===== config.mk =====
export PLATFORM = sky130hd
export DESIGN_NAME = raster_timing_gen
export DESIGN_NICKNAME = d
export VERILOG_FILES = /design/src/rtl/rtg_pkg.sv /design/src/rtl/rtg_pixdiv.sv /design/src/rtl/rtg_axis.sv /design/src/rtl/rtg_ctrl.sv /design/src/rtl/raster_timing_gen.sv
export SDC_FILE = /design/constraint.sdc
export NUM_CORES = 1
export LEC_CHECK = 0
export BUFFER_PORTS_ARGS = -buffer_cell sky130_fd_sc_hd__buf_2
export CORE_MARGIN = 4
export CORE_UTILIZATION = 35
export CTS_CLUSTER_DIAMETER = 100
export CTS_CLUSTER_SIZE = 25
export DETAILED_ROUTE_END_ITERATION = 12
export GPL_TIMING_DRIVEN = 0
export HOLD_SLACK_MARGIN = 0.06
export SYNTH_ARGS = -nofsm -noshare
export SYNTH_HDL_FRONTEND = slang
export SYNTH_SLANG_ARGS = --single-unit

===== constraint.sdc =====
create_clock -name clk -period 11 [get_ports clk]
set_clock_uncertainty 0.15 [all_clocks]
set_input_delay 2.2 -clock clk [delete_from_list [all_inputs] [get_ports clk]]
set_output_delay 2.2 -clock clk [all_outputs]
set_load 0.005 [all_outputs]

===== src/rtl/rtg_pkg.sv =====
package rtg_pkg;
  localparam int REG_W    = 32;
  localparam int PW_W     = 6;   // sync pulse field width
  localparam int PORCH_W  = 8;   // porch field width
  localparam int HBLK_W   = 7;   // active width in 16-pixel blocks, extension included
  localparam int VLIN_W   = 11;  // active height minus one, extension included
  localparam int BLK_SHIFT = 4;  // 16 pixels per block

  typedef enum logic {
    ST_IDLE = 1'b0,
    ST_RUN  = 1'b1
  } run_state_e;
endpackage


===== src/rtl/rtg_pixdiv.sv =====
module rtg_pixdiv #(
  parameter int DIV_W = 8
) (
  input  logic             clk,
  input  logic             rst_n,
  input  logic             run,
  input  logic [DIV_W-1:0] div_f,
  output logic             tick,
  output logic             rise_pt,
  output logic             pclk_raw
);
  logic [DIV_W-1:0] eff;
  logic [DIV_W-1:0] half;
  logic [DIV_W-1:0] ph_q;
  logic [DIV_W-1:0] ph_d;
  logic             wrap;

  // divisors below two collapse to divide-by-two
  assign eff  = (div_f < DIV_W'(2)) ? DIV_W'(2) : div_f;
  assign half = eff >> 1;
  assign wrap = (ph_q >= eff - DIV_W'(1));

  always_comb begin
    ph_d = ph_q;
    if (!run) begin
      ph_d = '0;
    end else if (wrap) begin
      ph_d = '0;
    end else begin
      ph_d = ph_q + DIV_W'(1);
    end
  end

  always_ff @(posedge clk or negedge rst_n) begin
    if (!rst_n) begin
      ph_q <= '0;
    end else begin
      ph_q <= ph_d;
    end
  end

  assign tick     = run && wrap;
  assign rise_pt  = run && (ph_q == half - DIV_W'(1));
  assign pclk_raw = run && (ph_q >= half);
endmodule


===== src/rtl/rtg_axis.sv =====
module rtg_axis #(
  parameter int CNT_W = 12,
  parameter int POS_W = 11
) (
  input  logic             clk,
  input  logic             rst_n,
  input  logic             clr,
  input  logic             adv,
  input  logic [CNT_W-1:0] sync_len,
  input  logic [CNT_W-1:0] bp_len,
  input  logic [CNT_W-1:0] act_len,
  input  logic [CNT_W-1:0] fp_len,
  output logic             at_end,
  output logic             in_sync,
  output logic             in_act,
  output logic             act_last,
  output logic [POS_W-1:0] act_idx
);
  logic [CNT_W-1:0] cnt_q;
  logic [CNT_W-1:0] cnt_d;
  logic [CNT_W-1:0] act_start;
  logic [CNT_W-1:0] act_stop;
  logic [CNT_W-1:0] total;

  // segment order: sync, back porch, active, front porch
  assign act_start = sync_len + bp_len;
  assign act_stop  = act_start + act_len;
  assign total     = act_stop + fp_len;

  assign at_end   = (cnt_q == total - CNT_W'(1));
  assign in_sync  = (cnt_q < sync_len);
  assign in_act   = (cnt_q >= act_start) && (cnt_q < act_stop);
  assign act_last = (cnt_q == act_stop - CNT_W'(1));
  assign act_idx  = POS_W'(cnt_q - act_start);

  always_comb begin
    cnt_d = cnt_q;
    if (clr) begin
      cnt_d = '0;
    end else if (adv) begin
      cnt_d = at_end ? '0 : cnt_q + CNT_W'(1);
    end
  end

  always_ff @(posedge clk or negedge rst_n) begin
    if (!rst_n) begin
      cnt_q <= '0;
    end else begin
      cnt_q <= cnt_d;
    end
  end
endmodule


===== src/rtl/rtg_ctrl.sv =====
module rtg_ctrl
  import rtg_pkg::*;
(
  input  logic clk,
  input  logic rst_n,
  input  logic run_en,
  input  logic frame_last,
  output logic running,
  output logic done
);
  run_state_e st_q;
  run_state_e st_d;
  logic       done_q;
  logic       done_d;

  always_comb begin
    st_d   = st_q;
    done_d = done_q;
    case (st_q)
      ST_IDLE: begin
        if (run_en) begin
          st_d   = ST_RUN;
          done_d = 1'b0;
        end
      end
      ST_RUN: begin
        // halt only at a frame boundary
        if (frame_last && !run_en) begin
          st_d   = ST_IDLE;
          done_d = 1'b1;
        end
      end
      default: st_d = ST_IDLE;
    endcase
  end

  always_ff @(posedge clk or negedge rst_n) begin
    if (!rst_n) begin
      st_q   <= ST_IDLE;
      done_q <= 1'b0;
    end else begin
      st_q   <= st_d;
      done_q <= done_d;
    end
  end

  assign running = (st_q == ST_RUN);
  assign done    = done_q;
endmodule


===== src/rtl/raster_timing_gen.sv =====
module raster_timing_gen
  import rtg_pkg::*;
#(
  parameter int DIV_W = 8,
  parameter int CNT_W = 12,
  parameter int POS_W = 11
) (
  input  logic             clk,
  input  logic             rst_n,
  input  logic             run_en,
  input  logic [31:0]      ctrl_word,
  input  logic [31:0]      tim_h,
  input  logic [31:0]      tim_v,
  input  logic [31:0]      tim_x,
  output logic             pix_ce,
  output logic             pclk_o,
  output logic             hsync_o,
  output logic             vsync_o,
  output logic             de_o,
  output logic [POS_W-1:0] pos_x,
  output logic [POS_W-1:0] pos_y,
  output logic             eol_o,
  output logic             eof_o,
  output logic             done_o
);
  // reset: asynchronous assert, synchronous release
  logic [1:0] rst_sync_q;
  logic       rst_core_n;

  always_ff @(posedge clk or negedge rst_n) begin
    if (!rst_n) begin
      rst_sync_q <= '0;
    end else begin
      rst_sync_q <= {rst_sync_q[0], 1'b1};
    end
  end
  assign rst_core_n = rst_sync_q[1];

  // field decode
  logic [DIV_W-1:0]  div_f;
  logic [PW_W-1:0]   h_pw_f;
  logic [PORCH_W-1:0] h_bp_f;
  logic [PORCH_W-1:0] h_fp_f;
  logic [HBLK_W-1:0] h_blk_f;
  logic [PW_W-1:0]   v_pw_f;
  logic [PORCH_W-1:0] v_bp_f;
  logic [PORCH_W-1:0] v_fp_f;
  logic [VLIN_W-1:0] v_lin_f;
  logic              inv_pix;
  logic              inv_line;
  logic              inv_frame;
  logic              edge_en;
  logic              edge_fall;
  logic              unused_cfg_bits;

  assign div_f     = ctrl_word[8 +: DIV_W];
  assign h_pw_f    = tim_h[15:10];
  assign h_fp_f    = tim_h[23:16];
  assign h_bp_f    = tim_h[31:24];
  assign h_blk_f   = {tim_h[3], tim_h[9:4]};
  assign v_pw_f    = tim_v[15:10];
  assign v_fp_f    = tim_v[23:16];
  assign v_bp_f    = tim_v[31:24];
  assign v_lin_f   = {tim_x[26], tim_v[9:0]};
  assign inv_frame = tim_x[20];
  assign inv_line  = tim_x[21];
  assign inv_pix   = tim_x[22];
  assign edge_fall = tim_x[24];
  assign edge_en   = tim_x[25];
  assign unused_cfg_bits = ^{ctrl_word[31:16], ctrl_word[7:0], tim_h[2:0],
                             tim_x[31:27], tim_x[23], tim_x[19:0]};

  logic [CNT_W-1:0] h_sync_len, h_bp_len, h_act_len, h_fp_len;
  logic [CNT_W-1:0] v_sync_len, v_bp_len, v_act_len, v_fp_len;

  assign h_sync_len = CNT_W'(h_pw_f) + CNT_W'(1);
  assign h_bp_len   = CNT_W'(h_bp_f) + CNT_W'(1);
  assign h_fp_len   = CNT_W'(h_fp_f) + CNT_W'(1);
  assign h_act_len  = (CNT_W'(h_blk_f) + CNT_W'(1)) << BLK_SHIFT;
  assign v_sync_len = CNT_W'(v_pw_f) + CNT_W'(1);
  assign v_bp_len   = CNT_W'(v_bp_f) + CNT_W'(1);
  assign v_fp_len   = CNT_W'(v_fp_f) + CNT_W'(1);
  assign v_act_len  = CNT_W'(v_lin_f) + CNT_W'(1);

  // run control
  logic running;
  logic done_i;
  logic tick;
  logic rise_pt;
  logic pclk_raw;
  logic frame_last;

  rtg_ctrl u_ctrl (
    .clk        (clk),
    .rst_n      (rst_core_n),
    .run_en     (run_en),
    .frame_last (frame_last),
    .running    (running),
    .done       (done_i)
  );

  rtg_pixdiv #(.DIV_W(DIV_W)) u_div (
    .clk      (clk),
    .rst_n    (rst_core_n),
    .run      (running),
    .div_f    (div_f),
    .tick     (tick),
    .rise_pt  (rise_pt),
    .pclk_raw (pclk_raw)
  );

  // two position axes share one counter design
  localparam int N_AXIS = 2;
  localparam int AX_H   = 0;
  localparam int AX_V   = 1;

  logic [CNT_W-1:0] ax_sync [N_AXIS];
  logic [CNT_W-1:0] ax_bp   [N_AXIS];
  logic [CNT_W-1:0] ax_act  [N_AXIS];
  logic [CNT_W-1:0] ax_fp   [N_AXIS];
  logic             ax_adv  [N_AXIS];
  logic             ax_end  [N_AXIS];
  logic             ax_sy   [N_AXIS];
  logic             ax_in   [N_AXIS];
  logic             ax_last [N_AXIS];
  logic [POS_W-1:0] ax_idx  [N_AXIS];

  assign ax_sync[AX_H] = h_sync_len;
  assign ax_bp[AX_H]   = h_bp_len;
  assign ax_act[AX_H]  = h_act_len;
  assign ax_fp[AX_H]   = h_fp_len;
  assign ax_sync[AX_V] = v_sync_len;
  assign ax_bp[AX_V]   = v_bp_len;
  assign ax_act[AX_V]  = v_act_len;
  assign ax_fp[AX_V]   = v_fp_len;

  // horizontal steps per pixel, vertical steps at the end of each line
  assign ax_adv[AX_H] = tick;
  assign ax_adv[AX_V] = tick && ax_end[AX_H];

  for (genvar g = 0; g < N_AXIS; g++) begin : g_axis
    rtg_axis #(.CNT_W(CNT_W), .POS_W(POS_W)) u_axis (
      .clk      (clk),
      .rst_n    (rst_core_n),
      .clr      (!running),
      .adv      (ax_adv[g]),
      .sync_len (ax_sync[g]),
      .bp_len   (ax_bp[g]),
      .act_len  (ax_act[g]),
      .fp_len   (ax_fp[g]),
      .at_end   (ax_end[g]),
      .in_sync  (ax_sy[g]),
      .in_act   (ax_in[g]),
      .act_last (ax_last[g]),
      .act_idx  (ax_idx[g])
    );
  end

  assign frame_last = tick && ax_end[AX_H] && ax_end[AX_V];

  // sync re-timing to the selected pixel-clock edge
  logic hs_live, vs_live;
  logic hs_q, vs_q, hs_d, vs_d;
  logic sync_load;

  assign hs_live   = running && ax_sy[AX_H];
  assign vs_live   = running && ax_sy[AX_V];
  assign sync_load = edge_fall ? tick : rise_pt;

  always_comb begin
    hs_d = hs_q;
    vs_d = vs_q;
    if (!running) begin
      hs_d = 1'b0;
      vs_d = 1'b0;
    end else if (sync_load) begin
      hs_d = hs_live;
      vs_d = vs_live;
    end
  end

  always_ff @(posedge clk or negedge rst_core_n) begin
    if (!rst_core_n) begin
      hs_q <= 1'b0;
      vs_q <= 1'b0;
    end else begin
      hs_q <= hs_d;
      vs_q <= vs_d;
    end
  end

  // outputs
  logic de_i;
  logic eol_i;

  assign de_i    = running && ax_in[AX_H] && ax_in[AX_V];
  assign eol_i   = tick && de_i && ax_last[AX_H];

  assign pix_ce  = tick;
  assign pclk_o  = pclk_raw ^ inv_pix;
  assign hsync_o = (edge_en ? hs_q : hs_live) ^ inv_line;
  assign vsync_o = (edge_en ? vs_q : vs_live) ^ inv_frame;
  assign de_o    = de_i;
  assign pos_x   = de_i ? ax_idx[AX_H] : '0;
  assign pos_y   = de_i ? ax_idx[AX_V] : '0;
  assign eol_o   = eol_i;
  assign eof_o   = eol_i && ax_last[AX_V];
  assign done_o  = done_i;
endmodule


### Word-level counts from Yosys, hierarchy flattened

Cells that the tools add are included.

* add/subtract/negate cells: 25
* order comparisons: 9
* eq/ne operators: 10
* multiplexer cells: 24
* bitwise gates (word level): 4
* reductions and logical operators: 17

Operator list (number)
* $mux 12: 6
* $eq 12x12->1: 4
* $sub 12x1->12 const B: 4
* $add 8x1->9 const B: 4
* $add 12x1->12 const B: 2
* $add 12x12->12: 2
* $add 12x9->12: 2
* $ge 12x10->1: 2
* $lt 12x12->1: 2
* $lt 12x7->1: 2
* $mux 8: 3
* $mux 11: 2
* $sub 11x11->11: 2
* $add 7x9->10: 2
* $logic_and 1x1->1: 15
* $add 6x1->7 const B: 2
* $add 11x1->12 const B: 1
* $mux 1: 11
* $add 7x1->8 const B: 1
* $add 8x1->8 const B: 1
* $eq 8x8->1: 1
* $ge 8x7->1: 1
* $ge 8x8->1: 1
* $lt 8x2->1 const B: 1
* other kinds (9): 15

* register bits after elaboration: 38
* input port bits: 131

### Depth between registers and ports, before layout

Gate-level depths: netlist of the first run.

* depth in word-level cells: 11
* depth in mapped cells: 25

### Modules after synthesis

A second synthesis of the first run with hierarchy kept.

* cells, all modules: 1296
* area, all modules: 10119.7 um^2

By module, submodules not included
* rtg_axis (g_axis[0].u_axis): instances 1, cells an instance 499, area an instance 3896.2 um^2
* rtg_axis (g_axis[1].u_axis): instances 1, cells an instance 475, area an instance 3753.6 um^2
* raster_timing_gen: instances 1, cells an instance 175, area an instance 1267.5 um^2
* rtg_pixdiv: instances 1, cells an instance 140, area an instance 1126.1 um^2
* rtg_ctrl: instances 1, cells an instance 7, area an instance 76.3 um^2

### Least setup slack after synthesis of the first run

OpenSTA, ideal clock, no wires.

* kind: in2out
* start: in tim_h[10]
* end: out pos_x[5]
* data arrival time: 6.949 ns
* data required time: 8.650 ns
* path slack: 1.701 ns
* cell stages on the path: 25
* path buffers: 3
* cells stage by stage: ha_1 > xor2_1 > ha_1 > a21oi_1 > o21ai_1 > a21o_1 > a21o_1 > a21o_1 > a21o_1 > xor2_1 > ha_1 > buf_2 > o21ai_0 > o21ai_1 > o21ai_2 > o311ai_2 > inv_1 > ha_1 > a22oi_1 > nand3_1 > a31o_2 > or4_1 > clkbuf_1 > clkbuf_1 > nor3_1

* word-level cells in the longest chain between the ends: 8
* elaborated cells on any way between the ends: 10
* those cells by class: add/sub: 4; order compare: 2; mux: 1; reduce/logical: 3

Ends and longest elaborated chain
* start: declaration: line raster_timing_gen.sv:12 `input logic [31:0] tim_h,`
* $add 6x1->7 (*): line raster_timing_gen.sv:76 `assign h_sync_len = CNT_W'(h_pw_f) + CNT_W'(1);`
* $add 7x9->10 (*): line rtg_axis.sv:26 `assign act_start = sync_len + bp_len;`
* $add 12x12->12: line rtg_axis.sv:27 `assign act_stop = act_start + act_len;`
* $lt 12x12->1: line rtg_axis.sv:32 `assign in_act = (cnt_q >= act_start) && (cnt_q < act_stop);`
* $logic_and 1x1->1: line rtg_axis.sv:32
* $logic_and 1x1->1 (2 in series): line raster_timing_gen.sv:196 `assign de_i = running && ax_in[AX_H] && ax_in[AX_V];`
* $mux 11 (*): line raster_timing_gen.sv:204 `assign pos_x = de_i ? ax_idx[AX_H] : '0;`
* end: declaration: line raster_timing_gen.sv:20 `output logic [POS_W-1:0] pos_x,`

Every way passes the cells marked *; elsewhere a longest branch is shown, timed or not.

### Worst setup path after layout of the first run

* start: in tim_h[10]
* end: out pos_x[7]

The elaborated chain is that of the path after synthesis.

==> results of run 1 <==
logic make-up (layout without fill, tap and decap cells):
group	Yosys count	after routing
simple gates	302	302
fa+ha+maj	131	131
compound gates	255	255
flops	38	38
other cells	1	1
mux	5	5
buf+inv	125	239
xor+xnor	128	128
through the flow:
stage,std cells,setup slack (ns),area (um2)
after global routing,1374,0.0715,8690
final,1374,0.491,8690
after global placement,1366,0.606,8500
after CTS,1374,0.496,8690
after detailed placement,1366,0.513,8500
after floorplan,985,1.70,7620
flip-flops by register name, summed over array words and instances, names as in the netlist:
register,count
g_axis.u_axis.cnt_q,24
hs_q,1
rst_sync_q,2
u_ctrl.done,1
u_ctrl.running,1
u_div.ph_q,8
vs_q,1
worst reg2reg max path, cell delays in order, from the launching register on:
cell and delay, ns:
dfrtp_1 0.39, clkbuf_1 0.38, xor2_1 0.20, nand3_1 0.12
nand4_1 0.10, nor4_1 0.36, o211ai_1 0.14, or4_1 0.50
a31oi_2 0.22, buf_6 0.18, nor2_2 0.07, a22o_1 0.21
power by group through the flow:
stage / Sequential, uW / Clock (uW) / Combinational, uW
floorplan: 188 / 0 / 689
global placement: 200 / 0 / 860
detailed placement: 201 / 0 / 869
CTS: 198 / 193 / 875
global route: 202 / 201 / 992
finish: 197 / 190 / 874
cells in the mapped netlist (8+ instances only):
cell      number
dfrtp_1       38
o21ai_0       57
o211ai_1      10
nand2_1       57
and3_1        25
o21a_1        15
nor4_1        13
nand3_1       42
a21oi_1       56
nor2_1        47
a31oi_1       14
fa_1           8
nor2b_1       19
xor2_1        43
nand2b_1      27
a211oi_1      16
nor3_1        28
clkbuf_1      19
a21o_1        29
ha_1         123
inv_1        100
xnor2_1       80
area by class of cell:
type | instances | share of cell area, %
clock inverter | 3 | 0.792
clock buffer | 5 | 1.44
tap | 275 | 3.96
sequential | 38 | 11.0
inverter | 100 | 4.32
buffer | 25 | 1.30
multi-input combinational | 822 | 71.1
timing repair buffer | 106 | 6.10
layer usage:
layer,part of all wire (%),routed length [um]
met2,47,9820
met5,0,0
met3,4.2,874
met1,49,10200
met4,0.41,86
worst max-delay path by stage:
stage / from / end
after floorplan: tim_h[10] / pos_x[5]
after global placement: tim_h[10] / pos_x[7]
after detailed placement: tim_h[10] / pos_x[7]
after CTS: tim_h[10] / pos_x[7]
after global routing: tim_h[10] / pos_x[7]
final: tim_h[10] / pos_x[7]
==> key figures, run 1 <==
Timing
  • Setup TNS: 0 ns
  • RSZ-0062 raised after global routing: no
  • Min Tclk post-route: 10.51 ns
  • Max Fclk: 0.0952 GHz
  • # setup viols final: 0
  • Final Cycle Share: 95.5%
  • Max Slew Vio Count: 0
  • Hold Violations, Final: 0
  • Hold Slack: 0.211 ns
  • Slew headroom: 33.8%
  • Worst-Margin Slew: 0.984 ns

Layout
  • Commonest non-fill, non-tap cells in the layout: 123 x ha_1, 109 x buf_2, 100 x inv_1
  • Layout overhead on the synthesized area: 14.0%
  • Register area: 952 um2
  • Leading cell type in the layout, fill and taps excluded: ha_1
  • Fill cell total of the finished layout: 2,205
  • Layout cells sized above 1: 13.7%
  • Multi-input gate area: 6180 um2
  • Nets: 1,360
  • Antenna cells: 0
  • Util after Layout: 41.0%

Worst setup path
  • Worst Path Required: 8.65 ns
  • WP buf/inv: 6
  • Reg2reg path depth: 11
  • Crit-path slowest cell: or4_1
  • R2r endpoint: g_axis[1].u_axis.cnt_q[10]
  • CP Capture Type: primary output
  • CP arrival: 8.16 ns
  • Setup Crit Path Kind: primary input to primary output
  • Crit path max-delay family: compound AO/OA/AOI/OAI gates
  • Critical path launch point type: primary input
  • CP max stage delay: 0.49 ns
  • Worst r2r src: g_axis[1].u_axis.cnt_q[7]
  • Worst path depth: 27
  • CP Max Fanout: 10
  • Register-to-register setup slack: 7.86 ns

Power
  • Seq pwr share: 15.6%
  • Clk pwr share: 15.1%
  • Worst vdd ir: 0.0861 mV
  • P_sw: 593 uW
  • Overall power: 1260 uW
  • LEAKAGE: 0.00428 uW
  • Combinational Power Share: 69.3%
  • Sw frac: 47.0%
  • Internal: 669 uW
  • Pwr/cell area: 145 nW/um2

Clock network
  • Post-cts gate resize count: 0
  • Clock transition at path regs: 0.06 ns
  • Clock Tree Root: clkbuf_16
  • Clock sinks: 38
  • Post-CTS Hold Fix Bufs: 0
  • Setup repair bufs after CTS: 0
  • Num CTS Buffers: 5
  • CTS tree: built
  • H-Tree Depth: 2
  • Clock Latency Late Sink: 0.29 ns
  • Max Root-Sink Buffers: 2

Detailed routing
  • Post-route DRC: 0
  • Routed WL: 20,900 um
  • DR vias/cell: 5.25
  • DRT iter0 DRCs: 427
  • Post-DR wirelength/cell: 15.2 um
  • DRT Pass-1 Iters: 5
  • Post-route ant nets: 0
  • Vias: 7,216

Yosys
  • EDFF count, synth: 0
  • Post-synthesis async set-or-reset flop share: 100%
  • Ys flop type: dfrtp_1
  • Yosys Warn Count: 0
  • Leading area contributor after synthesis: ha_1
  • Post-Synth Simple-Gate Area: 21.0%
  • Complex-gate fraction of the synthesized area: 21.9%
  • Syn Nets: 1,247
  • Synth top area cells: ha_1 20%, dfrtp_1 12%, xnor2_1 9.2%, xor2_1 4.9%, inv_1 4.9%
  • Netlist Area Pre-Place: 7620 um2
  • Yosys top cell area share: 20.2%
  • Syn avg cell area: 7.74 um2
  • Post-synthesis mux area share: 0.673%
  • Sequential area share after synthesis: 12.5%
  • Post-Synth Adder-Cell Area: 22.3%
  • Distinct cells, synth: 78
  • XOR/XNOR Fraction of Synth Area: 15.2%
  • Flops & latches, synth: 38
  • Cells after Synth: 985
  • Combinational family with the most area after synthesis: adder cells

GRT
  • Total track usage: 17.0%
  • Met3 Track Usage GR: 1.89%
  • Initial antenna violation count: 0
  • Vias in the first global route: 6,697
  • Met2 Usage GRT: 28.4%
  • M1 GR Usage: 24.5%
  • Remaining global-route overflow: 0
  • First-pass GRT wire length: 34,100 um
  • Global route hottest layer: met2
  • Pin count of the biggest net entering global routing: 37

Die
  • Rows: 53
  • Die outline area: 24,200 um2
  • CORE AREA: 21,200 um2
  • Starting Density: 35.9%
  • # IOs: 161
  • Die height: 156 um
  • Chip Width: 156 um

Placed design
  • GP Congestion: 0.839
  • # port buffers: 106
  • Dpl hpwl: 17,700 um

Run status
  • Outcome: completed

Worst hold path
  • Min-Delay Path Class: flip-flop to asynchronous set/reset pin

Job
  • Max-cap viol count: 0
No activity file was read; power rests on OpenSTA's default activity.
==> inputs of run 2 (changes only) <==
--- a/config.mk
+++ b/config.mk
@@ -6,13 +6,17 @@
 export NUM_CORES = 1
 export LEC_CHECK = 0
 export BUFFER_PORTS_ARGS = -buffer_cell sky130_fd_sc_hd__buf_2
+export CAP_MARGIN = 25
+export CELL_PAD_IN_SITES_DETAIL_PLACEMENT = 2
+export CELL_PAD_IN_SITES_GLOBAL_PLACEMENT = 2
 export CORE_MARGIN = 4
-export CORE_UTILIZATION = 35
+export CORE_UTILIZATION = 33
 export CTS_CLUSTER_DIAMETER = 100
 export CTS_CLUSTER_SIZE = 25
 export DETAILED_ROUTE_END_ITERATION = 12
 export GPL_TIMING_DRIVEN = 0
 export HOLD_SLACK_MARGIN = 0.06
+export PLACE_DENSITY_LB_ADDON = 0.1
 export SYNTH_ARGS = -nofsm -noshare
 export SYNTH_HDL_FRONTEND = slang
 export SYNTH_SLANG_ARGS = --single-unit
==> run 2 against run 1 <==
  * Routed wire length increased by 26%
  * Die area grew 5.7%
  * Highest routed layer is now met5
  * Register-to-register slack got worse by 0.21 ns
  * Critical path type unchanged
  * Via count up 5.0%
  * Sequential power grew 3%
  * Clock-buffer cell count rose by 1
==> key figures, run 2 (synthesized netlist as in run 1, its figures left out) <==
Run status
  • Outcome: completed

Worst hold path
  • Hold_sp: rst_sync_q[0]
  • Min-Delay Path Class: flip-flop to flip-flop

Power
  • Pwr/cell area: 153 nW/um2
  • LEAKAGE: 0.00431 uW
  • Worst vdd ir: 0.0519 mV
  • Overall power: 1340 uW

Clock network
  • Clock Latency Late Sink: 0.28 ns
  • Clock transition at path regs: 0.06 ns
  • Max Root-Sink Buffers: 2
  • Post-cts gate resize count: 0
  • H-Tree Depth: 2
  • Num CTS Buffers: 5
  • Post-CTS Hold Fix Bufs: 0
  • Clock sinks: 38
  • Clock Tree Root: clkbuf_16
  • CTS tree: built
  • Setup repair bufs after CTS: 0

Layout
  • Largest regs: g_axis.u_axis.cnt_q x24, u_div.ph_q x8, rst_sync_q x2
  • Antenna cells: 0
  • Multi-input gate area: 6210 um2
  • Fill cell total of the finished layout: 2,704
  • Reg with most FFs: g_axis.u_axis.cnt_q
  • Layout cells sized above 1: 14.0%
  • Nets: 1,361
  • Register area: 952 um2
  • Commonest non-fill, non-tap cells in the layout: 123 x ha_1, 110 x buf_2, 100 x inv_1
  • Design area: 8750 um2
  • Leading cell type in the layout, fill and taps excluded: ha_1
  • Max FFs per register: 24
  • Layout overhead on the synthesized area: 14.7%

Worst setup path
  • Setup Crit Path Kind: primary input to primary output
  • Worst Path Required: 8.65 ns
  • CP Capture Type: primary output
  • Worst r2r src: g_axis[1].u_axis.cnt_q[7]
  • Crit. Startpoint: tim_h[10]
  • CP Max Fanout: 10
  • CP arrival: 8.21 ns
  • Critical path launch point type: primary input

Detailed routing
  • Post-route DRC: 0
  • DR vias/cell: 5.47
  • Post-route ant nets: 0
  • DRT iter0 DRCs: 255
  • Routed WL: 26,400 um
  • DRT Pass-1 Iters: 4
  • Post-DR wirelength/cell: 19.1 um
  • Vias: 7,579

Placed design
  • GP Congestion: 0.804
  • Setup WS pre-CTS: 0.290 ns
  • # port buffers: 106
  • Dpl hpwl: 22,600 um
  • Placed Area: 8510 um2

Timing
  • Setup TNS: 0 ns
  • # setup viols final: 0
  • Max Fclk: 0.0947 GHz
  • Final Cycle Share: 96.0%
  • Min Tclk post-route: 10.56 ns
  • Hold Violations, Final: 0
  • RSZ-0062 raised after global routing: no
  • Hold Slack: 0.202 ns
  • Worst-Margin Slew: 0.900 ns
  • Max Slew Vio Count: 0
  • Slew headroom: 39.5%
  • Min setup slack post-route: 0.438 ns

GRT
  • Vias in the first global route: 8,187
  • First-pass GRT wire length: 43,300 um
  • Total track usage: 20.5%
  • Remaining global-route overflow: 0
  • Initial antenna violation count: 1
  • Pin count of the biggest net entering global routing: 37

Die
  • # IOs: 161
  • Die height: 160 um
  • Rows: 55
  • Starting Density: 33.6%
  • Die outline area: 25,600 um2
  • Chip Width: 160 um
  • CORE AREA: 22,700 um2

Job
  • Max-cap viol count: 0
[run 2: cell count changes in the layout (fill, tap and decap cells not counted)]
cell | previous run | this run
clkbuf_2 | 0 | 1
o311ai_4 | 0 | 1
o311ai_2 | 1 | 0
xnor2_4 | 0 | 1
xnor2_1 | 80 | 79
clkinv_4 | 1 | 0
clkbuf_8 | 0 | 1
buf_2 | 109 | 110
clkbuf_1 | 19 | 18
[run 2: cell type report]
class | instances | area share (%)
sequential | 38 | 10.9
buffer | 25 | 1.30
multi-input combinational | 822 | 71.0
clock inverter | 2 | 0.687
inverter | 100 | 4.29
tap | 285 | 4.08
timing repair buffer | 107 | 6.12
clock buffer | 6 | 1.59
[run 2: routing by layer]
layer  vias up  routed length (um)  GRT usage (%)
li1       3735                   -              -
met1      3700               12700           27.8
met2       121               12500           35.8
met3        21                 840           1.73
met4         2                 446           3.72
met5         -                   7              0
[run 2: path summary, 6_finish.rpt]
path                                               to  slack (ns)  cells after the start
max in group asynchronous               rst_sync_q[1]        9.05                      1
hold reg to reg                         rst_sync_q[1]        0.20                      0
min in group asynchronous                        vs_q        0.22                      0
setup reg to reg           g_axis[1].u_axis.cnt_q[10]        7.65                     11
hold / removal                          rst_sync_q[1]        0.20                      0
setup / recovery                             pos_x[5]        0.44                     27
[run 2: worst max-delay path, cell delays in order]
cell and delay, ns:
buf_2 0.13, ha_1 0.24, xor2_1 0.25, ha_1 0.33
a21oi_1 0.14, o21ai_1 0.12, a21o_1 0.20, a21o_1 0.20
a21o_1 0.19, a21o_1 0.19, xor2_1 0.19, ha_1 0.29
buf_2 0.17, o21ai_0 0.10, o21ai_1 0.22, o21ai_2 0.16
o311ai_4 0.36, inv_1 0.09, ha_1 0.31, a22oi_1 0.23
nand3_1 0.10, a31o_2 0.23, or4_1 0.51, clkbuf_1 0.23
clkbuf_2 0.31, nor3_1 0.33, buf_2 0.17
[run 2: power by group]
| group | internal [uW] | switching, uW |
|---|---|---|
| sequential | 161 | 41.5 |
| clock | 136 | 61.2 |
| combinational | 386 | 551 |
[run 2: through the flow]
stage | instances | util, %
5_1_grt | 1385 | 38.5
3_3_place_gp | 1376 | 37.5
4_1_cts | 1384 | 38.4
3_5_place_dp | 1376 | 37.5
2_1_floorplan | 985 | -
6_report | 1385 | 38.5
